<file path="src/rtl/dma_seq_pkg.sv">
package dma_seq_pkg;

    typedef enum logic [2:0] {
        ST_IDLE,
        ST_ARM,
        ST_REQ,
        ST_RD,
        ST_WR,
        ST_IO
    } seq_state_e;

    typedef struct packed {
        logic one_cycle;
        logic io_to_mem;
        logic wide;
        logic burst;
    } seq_cfg_t;

endpackage

</file>
<file path="src/rtl/dma_seq_path.sv">
module dma_seq_path
    import dma_seq_pkg::*;
#(
    parameter int AW     = 16,
    parameter int CW     = 8,
    parameter int BYTE_W = 8
) (
    input  logic                clk,
    input  logic                rst_n,
    input  logic                load,
    input  seq_cfg_t            cfg_in,
    input  logic [AW-1:0]       src_in,
    input  logic [AW-1:0]       dst_in,
    input  logic [CW-1:0]       cnt_in,
    input  logic                src_step,
    input  logic                dst_step,
    input  logic                cnt_dec,
    input  logic                hold_ld,
    input  logic [2*BYTE_W-1:0] rdata,
    output seq_cfg_t            cfg_q,
    output logic [AW-1:0]       src_q,
    output logic [AW-1:0]       dst_q,
    output logic                cnt_zero,
    output logic                cnt_last,
    output logic [2*BYTE_W-1:0] hold_q
);
    localparam int DW = 2 * BYTE_W;

    typedef struct packed {
        seq_cfg_t      cfg;
        logic [AW-1:0] src;
        logic [AW-1:0] dst;
        logic [CW-1:0] cnt;
        logic [DW-1:0] hold;
    } path_t;

    path_t         r_q, r_d;
    logic [AW-1:0] step;

    always_comb begin
        step = {{(AW-2){1'b0}}, r_q.cfg.wide, ~r_q.cfg.wide};
        r_d  = r_q;
        if (load) begin
            r_d.cfg = cfg_in;
            r_d.src = src_in;
            r_d.dst = dst_in;
            r_d.cnt = cnt_in;
        end else begin
            if (src_step) r_d.src = r_q.src + step;
            if (dst_step) r_d.dst = r_q.dst + step;
            if (cnt_dec)  r_d.cnt = r_q.cnt - 1'b1;
            if (hold_ld)  r_d.hold = r_q.cfg.wide ? rdata
                                                  : {{BYTE_W{1'b0}}, rdata[BYTE_W-1:0]};
        end
    end

    always_ff @(posedge clk or negedge rst_n) begin
        if (!rst_n) r_q <= '0;
        else        r_q <= r_d;
    end

    assign cfg_q    = r_q.cfg;
    assign src_q    = r_q.src;
    assign dst_q    = r_q.dst;
    assign hold_q   = r_q.hold;
    assign cnt_zero = (r_q.cnt == '0);
    assign cnt_last = (r_q.cnt == {{(CW-1){1'b0}}, 1'b1});

endmodule

</file>
<file path="src/rtl/dma_seq_ctrl.sv">
module dma_seq_ctrl
    import dma_seq_pkg::*;
(
    input  logic       clk,
    input  logic       rst_n,
    input  logic       start,
    input  logic       dreq,
    input  logic       bus_gnt,
    input  logic       bus_rel,
    input  logic       term_n,
    input  seq_cfg_t   cfg,
    input  logic       cnt_zero,
    input  logic       cnt_last,
    output seq_state_e state,
    output logic       load,
    output logic       src_step,
    output logic       dst_step,
    output logic       cnt_dec,
    output logic       hold_ld,
    output logic       done
);
    typedef struct packed {
        seq_state_e st;
        logic       term_prev;
        logic       pend;
        logic       done;
    } ctrl_t;

    ctrl_t      c_q, c_d;
    logic       busy_now, fall, hit;
    seq_state_e first_unit;

    always_comb begin
        c_d           = c_q;
        c_d.term_prev = term_n;
        c_d.done      = 1'b0;
        load          = 1'b0;
        busy_now      = (c_q.st != ST_IDLE);
        fall          = c_q.term_prev & ~term_n;
        hit           = c_q.pend | (fall & busy_now);
        first_unit    = cfg.one_cycle ? ST_IO : ST_RD;

        unique case (c_q.st)
            ST_IDLE: begin
                if (start) begin
                    load     = 1'b1;
                    c_d.st   = ST_ARM;
                end
            end
            ST_ARM: begin
                if (hit || cnt_zero) begin
                    c_d.st   = ST_IDLE;
                    c_d.done = 1'b1;
                end else if (cfg.burst ? !bus_rel : dreq) begin
                    c_d.st   = ST_REQ;
                end
            end
            ST_REQ: begin
                if (hit) begin
                    c_d.st   = ST_IDLE;
                    c_d.done = 1'b1;
                end else if (bus_gnt) begin
                    c_d.st   = first_unit;
                end
            end
            ST_RD: c_d.st = ST_WR;
            ST_WR, ST_IO: begin
                if (cnt_last || hit) begin
                    c_d.st   = ST_IDLE;
                    c_d.done = 1'b1;
                end else if (!cfg.burst || bus_rel) begin
                    c_d.st   = ST_ARM;
                end else begin
                    c_d.st   = first_unit;
                end
            end
            default: c_d.st = ST_IDLE;
        endcase

        c_d.pend = hit & (c_d.st != ST_IDLE);
    end

    always_ff @(posedge clk or negedge rst_n) begin
        if (!rst_n) begin
            c_q           <= '0;
            c_q.term_prev <= 1'b1;
        end else begin
            c_q <= c_d;
        end
    end

    assign state    = c_q.st;
    assign done     = c_q.done;
    assign hold_ld  = (c_q.st == ST_RD);
    assign cnt_dec  = (c_q.st == ST_WR) || (c_q.st == ST_IO);
    assign src_step = (c_q.st == ST_RD) || ((c_q.st == ST_IO) && !cfg.io_to_mem);
    assign dst_step = (c_q.st == ST_WR) || ((c_q.st == ST_IO) && cfg.io_to_mem);

endmodule

</file>
<file path="src/rtl/dma_seq.sv">
module dma_seq
    import dma_seq_pkg::*;
#(
    parameter int AW = 16,
    parameter int CW = 8
) (
    input  logic          clk,
    input  logic          rst_n,
    input  logic          start,
    input  logic          cfg_one_cycle,
    input  logic          cfg_io_to_mem,
    input  logic          cfg_wide,
    input  logic          cfg_burst,
    input  logic [AW-1:0] src_addr,
    input  logic [AW-1:0] dst_addr,
    input  logic [CW-1:0] unit_count,
    input  logic          dreq,
    output logic          bus_req,
    input  logic          bus_gnt,
    input  logic          bus_rel,
    input  logic          term_n,
    output logic [AW-1:0] bus_addr,
    output logic          bus_rd,
    output logic          bus_wr,
    output logic          bus_wide,
    output logic          io_ack,
    input  logic [15:0]   bus_rdata,
    output logic [15:0]   bus_wdata,
    output logic          busy,
    output logic          done
);
    localparam int BYTE_W = 8;

    seq_state_e    state;
    seq_cfg_t      cfg_in, cfg_q;
    logic [AW-1:0] src_q, dst_q;
    logic [15:0]   hold_q;
    logic          load, src_step, dst_step, cnt_dec, hold_ld, cnt_zero, cnt_last;

    assign cfg_in = '{one_cycle: cfg_one_cycle, io_to_mem: cfg_io_to_mem,
                      wide: cfg_wide, burst: cfg_burst};

    dma_seq_ctrl u_ctrl (
        .clk      (clk),
        .rst_n    (rst_n),
        .start    (start),
        .dreq     (dreq),
        .bus_gnt  (bus_gnt),
        .bus_rel  (bus_rel),
        .term_n   (term_n),
        .cfg      (cfg_q),
        .cnt_zero (cnt_zero),
        .cnt_last (cnt_last),
        .state    (state),
        .load     (load),
        .src_step (src_step),
        .dst_step (dst_step),
        .cnt_dec  (cnt_dec),
        .hold_ld  (hold_ld),
        .done     (done)
    );

    dma_seq_path #(.AW(AW), .CW(CW), .BYTE_W(BYTE_W)) u_path (
        .clk      (clk),
        .rst_n    (rst_n),
        .load     (load),
        .cfg_in   (cfg_in),
        .src_in   (src_addr),
        .dst_in   (dst_addr),
        .cnt_in   (unit_count),
        .src_step (src_step),
        .dst_step (dst_step),
        .cnt_dec  (cnt_dec),
        .hold_ld  (hold_ld),
        .rdata    (bus_rdata),
        .cfg_q    (cfg_q),
        .src_q    (src_q),
        .dst_q    (dst_q),
        .cnt_zero (cnt_zero),
        .cnt_last (cnt_last),
        .hold_q   (hold_q)
    );

    always_comb begin
        busy      = (state != ST_IDLE);
        bus_req   = (state == ST_REQ) || (state == ST_RD) ||
                    (state == ST_WR)  || (state == ST_IO);
        io_ack    = (state == ST_IO);
        bus_rd    = (state == ST_RD) || (io_ack && !cfg_q.io_to_mem);
        bus_wr    = (state == ST_WR) || (io_ack && cfg_q.io_to_mem);
        bus_wide  = cfg_q.wide && (bus_rd || bus_wr);
        bus_addr  = '0;
        if (bus_rd)      bus_addr = src_q;
        else if (bus_wr) bus_addr = dst_q;
        bus_wdata = (state == ST_WR) ? hold_q : 16'h0000;
    end

endmodule

</file>
<file path="config.mk">
export PLATFORM = sky130hd
export DESIGN_NAME = dma_seq
export DESIGN_NICKNAME = d
export VERILOG_FILES = /design/src/rtl/dma_seq_pkg.sv /design/src/rtl/dma_seq_path.sv /design/src/rtl/dma_seq_ctrl.sv /design/src/rtl/dma_seq.sv
export SDC_FILE = /design/constraint.sdc
export NUM_CORES = 1
export LEC_CHECK = 0
export BUFFER_PORTS_ARGS = -buffer_cell sky130_fd_sc_hd__buf_2
export CAP_MARGIN = 40
export CELL_PAD_IN_SITES_DETAIL_PLACEMENT = 1
export CELL_PAD_IN_SITES_GLOBAL_PLACEMENT = 1
export CORE_ASPECT_RATIO = 0.7
export CORE_MARGIN = 10
export CORE_UTILIZATION = 36
export CTS_BUF_LIST = sky130_fd_sc_hd__clkbuf_2 sky130_fd_sc_hd__clkbuf_4 sky130_fd_sc_hd__clkbuf_8
export DETAILED_ROUTE_END_ITERATION = 8
export GPL_ROUTABILITY_DRIVEN = 0
export MAX_ROUTING_LAYER = met4
export PLACE_DENSITY_LB_ADDON = 0.1
export SLEW_MARGIN = 20
export SYNTH_ARGS = -nofsm -noshare
export SYNTH_HDL_FRONTEND = slang
export SYNTH_SLANG_ARGS = --single-unit
</file>
<file path="constraint.sdc">
create_clock -name clk -period 2.7 [get_ports clk]
set_clock_uncertainty 0.1 [all_clocks]
set_input_delay 0.675 -clock clk [delete_from_list [all_inputs] [get_ports clk]]
set_output_delay 0.675 -clock clk [all_outputs]
set_load 0.05 [all_outputs]
</file>
# Word level (Yosys, flattened, before mapping)
# Index checks and enable logic that the tools add are counted.
# Widths: inputs -> output; s select.
# word_totals
reg_bits	66
mem_count	0
ram_bits	0
latch_bits	0
elab_cells	77
mem_bits_ro	0
output_inout_bits	39
# op_classes
mux	24
n_addsub	3
n_shift	0
n_reduce_logical	25
n_eq_ne	6
div	0
bitwise	7
n_mul	0
order_cmp	0
# ops
operator	n
$mux 16	6
$mux 40	1
$add 16x2->16	2
$mux 3	8
$pmux 3 s5	1
$logic_or 1x1->1	10
$eq 8x1->1 const B	1
$logic_not 8->1	1
$mux 8	1
$sub 8x1->8 const B	1
$eq 3x2->1 const B	2
$eq 3x3->1 const B	2
$mux 1	6
$reduce_bool 2->1	3
$reduce_bool 3->1	2
$and 1x1->1	3
$eq 3x1->1 const B	1
$logic_and 1x1->1	3
$logic_not 1->1	3
$logic_not 3->1	1
$not 1->1	3
$pmux 1 s3	1
$reduce_and 2->1	1
$reduce_or 2->1	1
$or 1x1->1	1

# Depth between registers and ports, before layout
# depth
depth_word	9
depth_mapped	9

# Modules after synthesis
# Synthesis repeated with hierarchy kept, for this count alone.
# unflattened
hier_cells	470
hier_area_um2	4294.1
# modules_own_cells
mod	area_per_inst_um2	seq_area_each_um2	cells_per_inst	instances
dma_seq_path	3525.9	1501.4	375	1
dma_seq_ctrl	404.1	151.4	48	1
dma_seq	364.1	0.0	47	1

# Least setup slack after synthesis
# No wires, ideal clock.
# synth_path
path_type	flip-flop to output port
from	reg u_ctrl.c_q, in the netlist u_ctrl.state[1]
to	out bus_addr[1]
t_required_ps	1925
t_arrival_ps	2369
stages_incl_launch_ff	7
setup_slack_ps	-444
n_path_buf	2
path_cell_list	dfrtp_1 -> buf_6 -> nand2b_4 -> nor2_1 -> clkbuf_1 -> nand2_1 -> o21ai_0
# synth_between
elab_chain_cells	5
word_cells_on_any_way	9
# synth_lines
item	line	rtl
start: declaration	dma_seq_ctrl.sv:29	ctrl_t c_q, c_d;
$eq 3x3->1	dma_seq.sv:88	io_ack = (state == ST_IO);
$logic_and 1x1->1	dma_seq.sv:90	bus_wr = (state == ST_WR) || (io_ack && cfg_q.io_to_mem);
$logic_or 1x1->1 (*)	dma_seq.sv:90	
via bus_wr	dma_seq.sv:24	output logic bus_wr,
$mux 16 (*)	dma_seq.sv:94	else if (bus_wr) bus_addr = dst_q;
$mux 16 (*)	dma_seq.sv:93	if (bus_rd) bus_addr = src_q;
end: declaration	dma_seq.sv:22	output logic [AW-1:0] bus_addr,
# The timed path passes the listed nets; every way through them passes the cells marked *.

# Final worst setup path
# layout_path
from	reg u_ctrl.c_q, in the netlist u_ctrl.state[1]
to	out bus_addr[6]
# layout_between
elab_chain_cells	5
word_cells_on_any_way	9
# layout_lines
item	line
$eq 3x3->1	dma_seq.sv:88
$logic_and 1x1->1	dma_seq.sv:90
$logic_or 1x1->1	dma_seq.sv:90
$mux 16	dma_seq.sv:94
$mux 16 (*)	dma_seq.sv:93
# Every way passes the cells marked *; elsewhere a longest branch is shown, timed or not.

==> metrics.md <==
| Metric | Value |
|---|---|
| Detailed Route Iter0 Violations | 195 |
| Yosys reg bits | 66 |
| Core area | roughly 10000 sq um |
| Post-synth EDFFs | 0 |
| Global route overflow | 0 |
| Commonest non-fill, non-tap cell in the layout | buf_2 |
| Crit share post-route | 0.970 |
| IO Pins | 106 |
| Synth async-reset ratio | 1.00 |
| WS Path Type | flop to primary output |
| Area Overhead vs Synth | 28.7% |
| Cell row count | 31 |
| Syn avg cell area | 8.95 sq um |
| Port Buffer Count | 105 |
| Critical path data arrival time | 1.84 ns |
| Status | complete, no violations |
| Die height | 107 microns |
| WP data required | 1.92 ns |
| Largest cells by area after synthesis | dfrtp_1 (42%), nand2_1 (6.5%), o21ai_0 (4.2%) |
| Multi-input logic area | 2090 sq um |
| Crit path to | bus_addr[6] |
| Flop2flop setup slack | 0.23 ns |
| Worst Setup Start Kind | flop |
| CTS tree | built |
| Worst setup path startpoint | u_ctrl.state[1] |
| Post-DRT Antenna Nets | 0 |
| Mapped Nets | 506 |
| Register Area | 1660 sq um |
| Share of cells above drive strength 1 | 0.314 |
| Mapped Area | 3850 sq um |
| Die X | between 100 and 150 microns |
| Initial core utilization | 0.370 |
| HPWL after DPL | between 9000 and 10000 microns |
| Slowest stage delay, CP | 0.44 ns |
| Unrepaired setup endpoints after global routing | false |
| Total GRT Usage | 0.177 |
| Largest net degree at the start of global routing | 67 |
| Slew HR | 0.508 |
| Final worst hold slack | 0.222 ns |
| Yosys top cell by area | dfrtp_1 |
| Worst slew pin tran | roughly 0.73 ns |
| Hold Path Class | primary input to async pin |
| Sink Count | 66 |
| Maximum clock frequency | 382 MHz |
| CTS Root Buffer Type | clkbuf_8 |
| Max-Cap Viols | 0 |
| WL per Instance | 19.3 microns |
| Reg2Reg Depth | 8 |
| CP cell instances | nor3b_2 -> o21ai_2 -> inv_4 -> a22o_1 -> buf_4 |
| Post-Place Setup Slack | 0.149 ns |
| Post-CTS Setup Bufs | 0 |
| Vias per cell | 5.44 |
| Post-Route WL | 13100 microns |
| Sequential share of the synthesized area | 0.429 |
| Top_reg_cell synth | dfrtp_1 |
| Setup WS post-layout | roughly 0.081 ns |
| Initial antenna violation count | 0 |
| Vias in the first global route | 3988 |
| Pins Over Slew Limit | 0 |
| Clock buffer depth | 2 |
| Antenna fix cells | 0 |
| Reg-to-Reg End | u_path.dst_q[14] |
| Design Power | 5.49 mW |
| Worst-Skew Late Latency | 0.35 ns |
| Crit end category | primary output |
| Most frequent cells in the layout | buf_2 (73), nand2_1 (67), dfrtp_1 (63), o21ai_0 (31), nor2_1 (27) |
| Slowest-stage cell, CP | dfrtp_1 |
| Clk slew on worst S/H paths | 0.07 ns |
| LEAKAGE | 2.21 nW |
| Total die area | 15300 sq um |
| VDD IR max | 0.422 mV |
| Pre-antenna DRT Iters | 4 |
| Final count of hold timing violations | 0 |
| Setup_tns | 0 ns |
| Max Fanout on Critical Path | 20 |
| Power per cell area | 1110 nW/um^2 |
| Minimum period implied by the final worst setup slack | 2.62 ns |
| TritonCTS Buffers | 9 |
| Global-route wire length before repair | 21000 microns |
| Yosys top cell area share | 0.422 |
| Setup violations, final | 0 |
| Fillers | approximately 1200 |
| H-Tree Level Count | 3 |
| DRC viols | 0 |
| Reg-to-Reg Start | u_path.cfg_q[1] |
| Synth warn | 0 |
| Layout Nets | 616 |
| Via count | 3686 |
| Post-Syn Instances | 430 |
| Netlist cell types | 60 |
==> report_power, final <==
part | total [mW] | switching, mW | leakage [nW] | internal [mW]
clock network | 0.911 | 0.389 | 0.114 | 0.522
registers | 1.97 | 0.515 | 0.787 | 1.45
logic | 2.61 | 1.63 | 1.31 | 0.980
==> registers in the layout, summed over array words and instances (netlist names) <==
signal,cells
u_ctrl.done,1
u_ctrl.state,3
u_path.hold_q,16
u_path.src_q,16
u_path.dst_q,16
u_ctrl.c_q,2
u_path.r_q,8
u_path.cfg_q,4
==> routing by layer <==
metal	part of all wire	GRT usage	vias to the layer above
met4	0.0073	0.0371	0
met5	0	-	-
li1	-	-	1779
met1	0.51	0.245	1805
met2	0.43	0.253	92
met3	0.055	0.0454	10
==> Yosys cell counts, types with 8 or more instances <==
cell,number
a22o_1,13
a31oi_1,15
and2_1,17
clkbuf_1,19
dfrtp_1,65
inv_1,11
mux2_2,9
nand2_1,67
nand3_1,23
nor2_1,28
o21ai_0,32
or3_1,8
==> worst min path at each step <==
stage / startpoint / endpoint / slack [ns] / depth (start not counted)
detailed placement: u_path.hold_q[11] / u_path.hold_q[11] / 0.36 / 2
CTS: rst_n / u_path.dst_q[11] / 0.25 / 2
finish: rst_n / u_path.dst_q[11] / 0.22 / 2
global route: rst_n / u_path.dst_q[11] / 0.24 / 2
floorplan: rst_n / u_ctrl.c_q[1] / 0.28 / 0
global placement: u_path.hold_q[8] / u_path.hold_q[8] / 0.36 / 2
==> worst max-delay path, delay by kind of cell, from the launching register on <==
| kind | cells | cell delay (ns) |
|---|---|---|
| buffers and inverters | 2 | 0.42 |
| AND/OR/NAND/NOR | 1 | 0.29 |
| flip-flops | 1 | 0.44 |
| AO/OA/AOI/OAI | 2 | 0.34 |
==> layout make-up <==
| class | count | share of cell area |
|---|---|---|
| Timing Repair Buffer | 124 | 0.158 |
| Inverter | 12 | 0.00959 |
| Clock inverter | 2 | 0.00707 |
| Multi-Input combinational cell | 327 | 0.421 |
| Clock buffer | 14 | 0.0364 |
| Sequential cell | 66 | 0.334 |
| Tap cell | 132 | 0.0333 |
==> logic make-up (layout without fill, tap and decap cells) <==
family	Yosys count	after routing	synth area share
xor gates and xnor gates	13	13	0.0296
DFF	66	66	0.429
buffers and inverters	37	152	0.0409
AOI/OAI and AO/OA	102	102	0.178
adders and majority gates	9	9	0.0331
and+or+nand+nor	192	192	0.257
muxes	11	11	0.0318
==> repair_timing <==
action / in CTS / in global routing
pin swaps: 0 / 0
resized for setup: 13 / 33
gates cloned: 0 / 1
endpoints found under the setup margin: 16 / 35
hold buffers: 0 / 0
==> stage by stage <==
step                cell area (sq um)  utilization  std cells
global route                     4960        0.477        677
floorplan                        3870            -        430
CTS                              4860        0.468        676
global placement                 4610        0.444        660
finish                           4960        0.477        677
detailed placement               4610        0.444        660
Note: power is estimated with default switching activity, not from simulation.
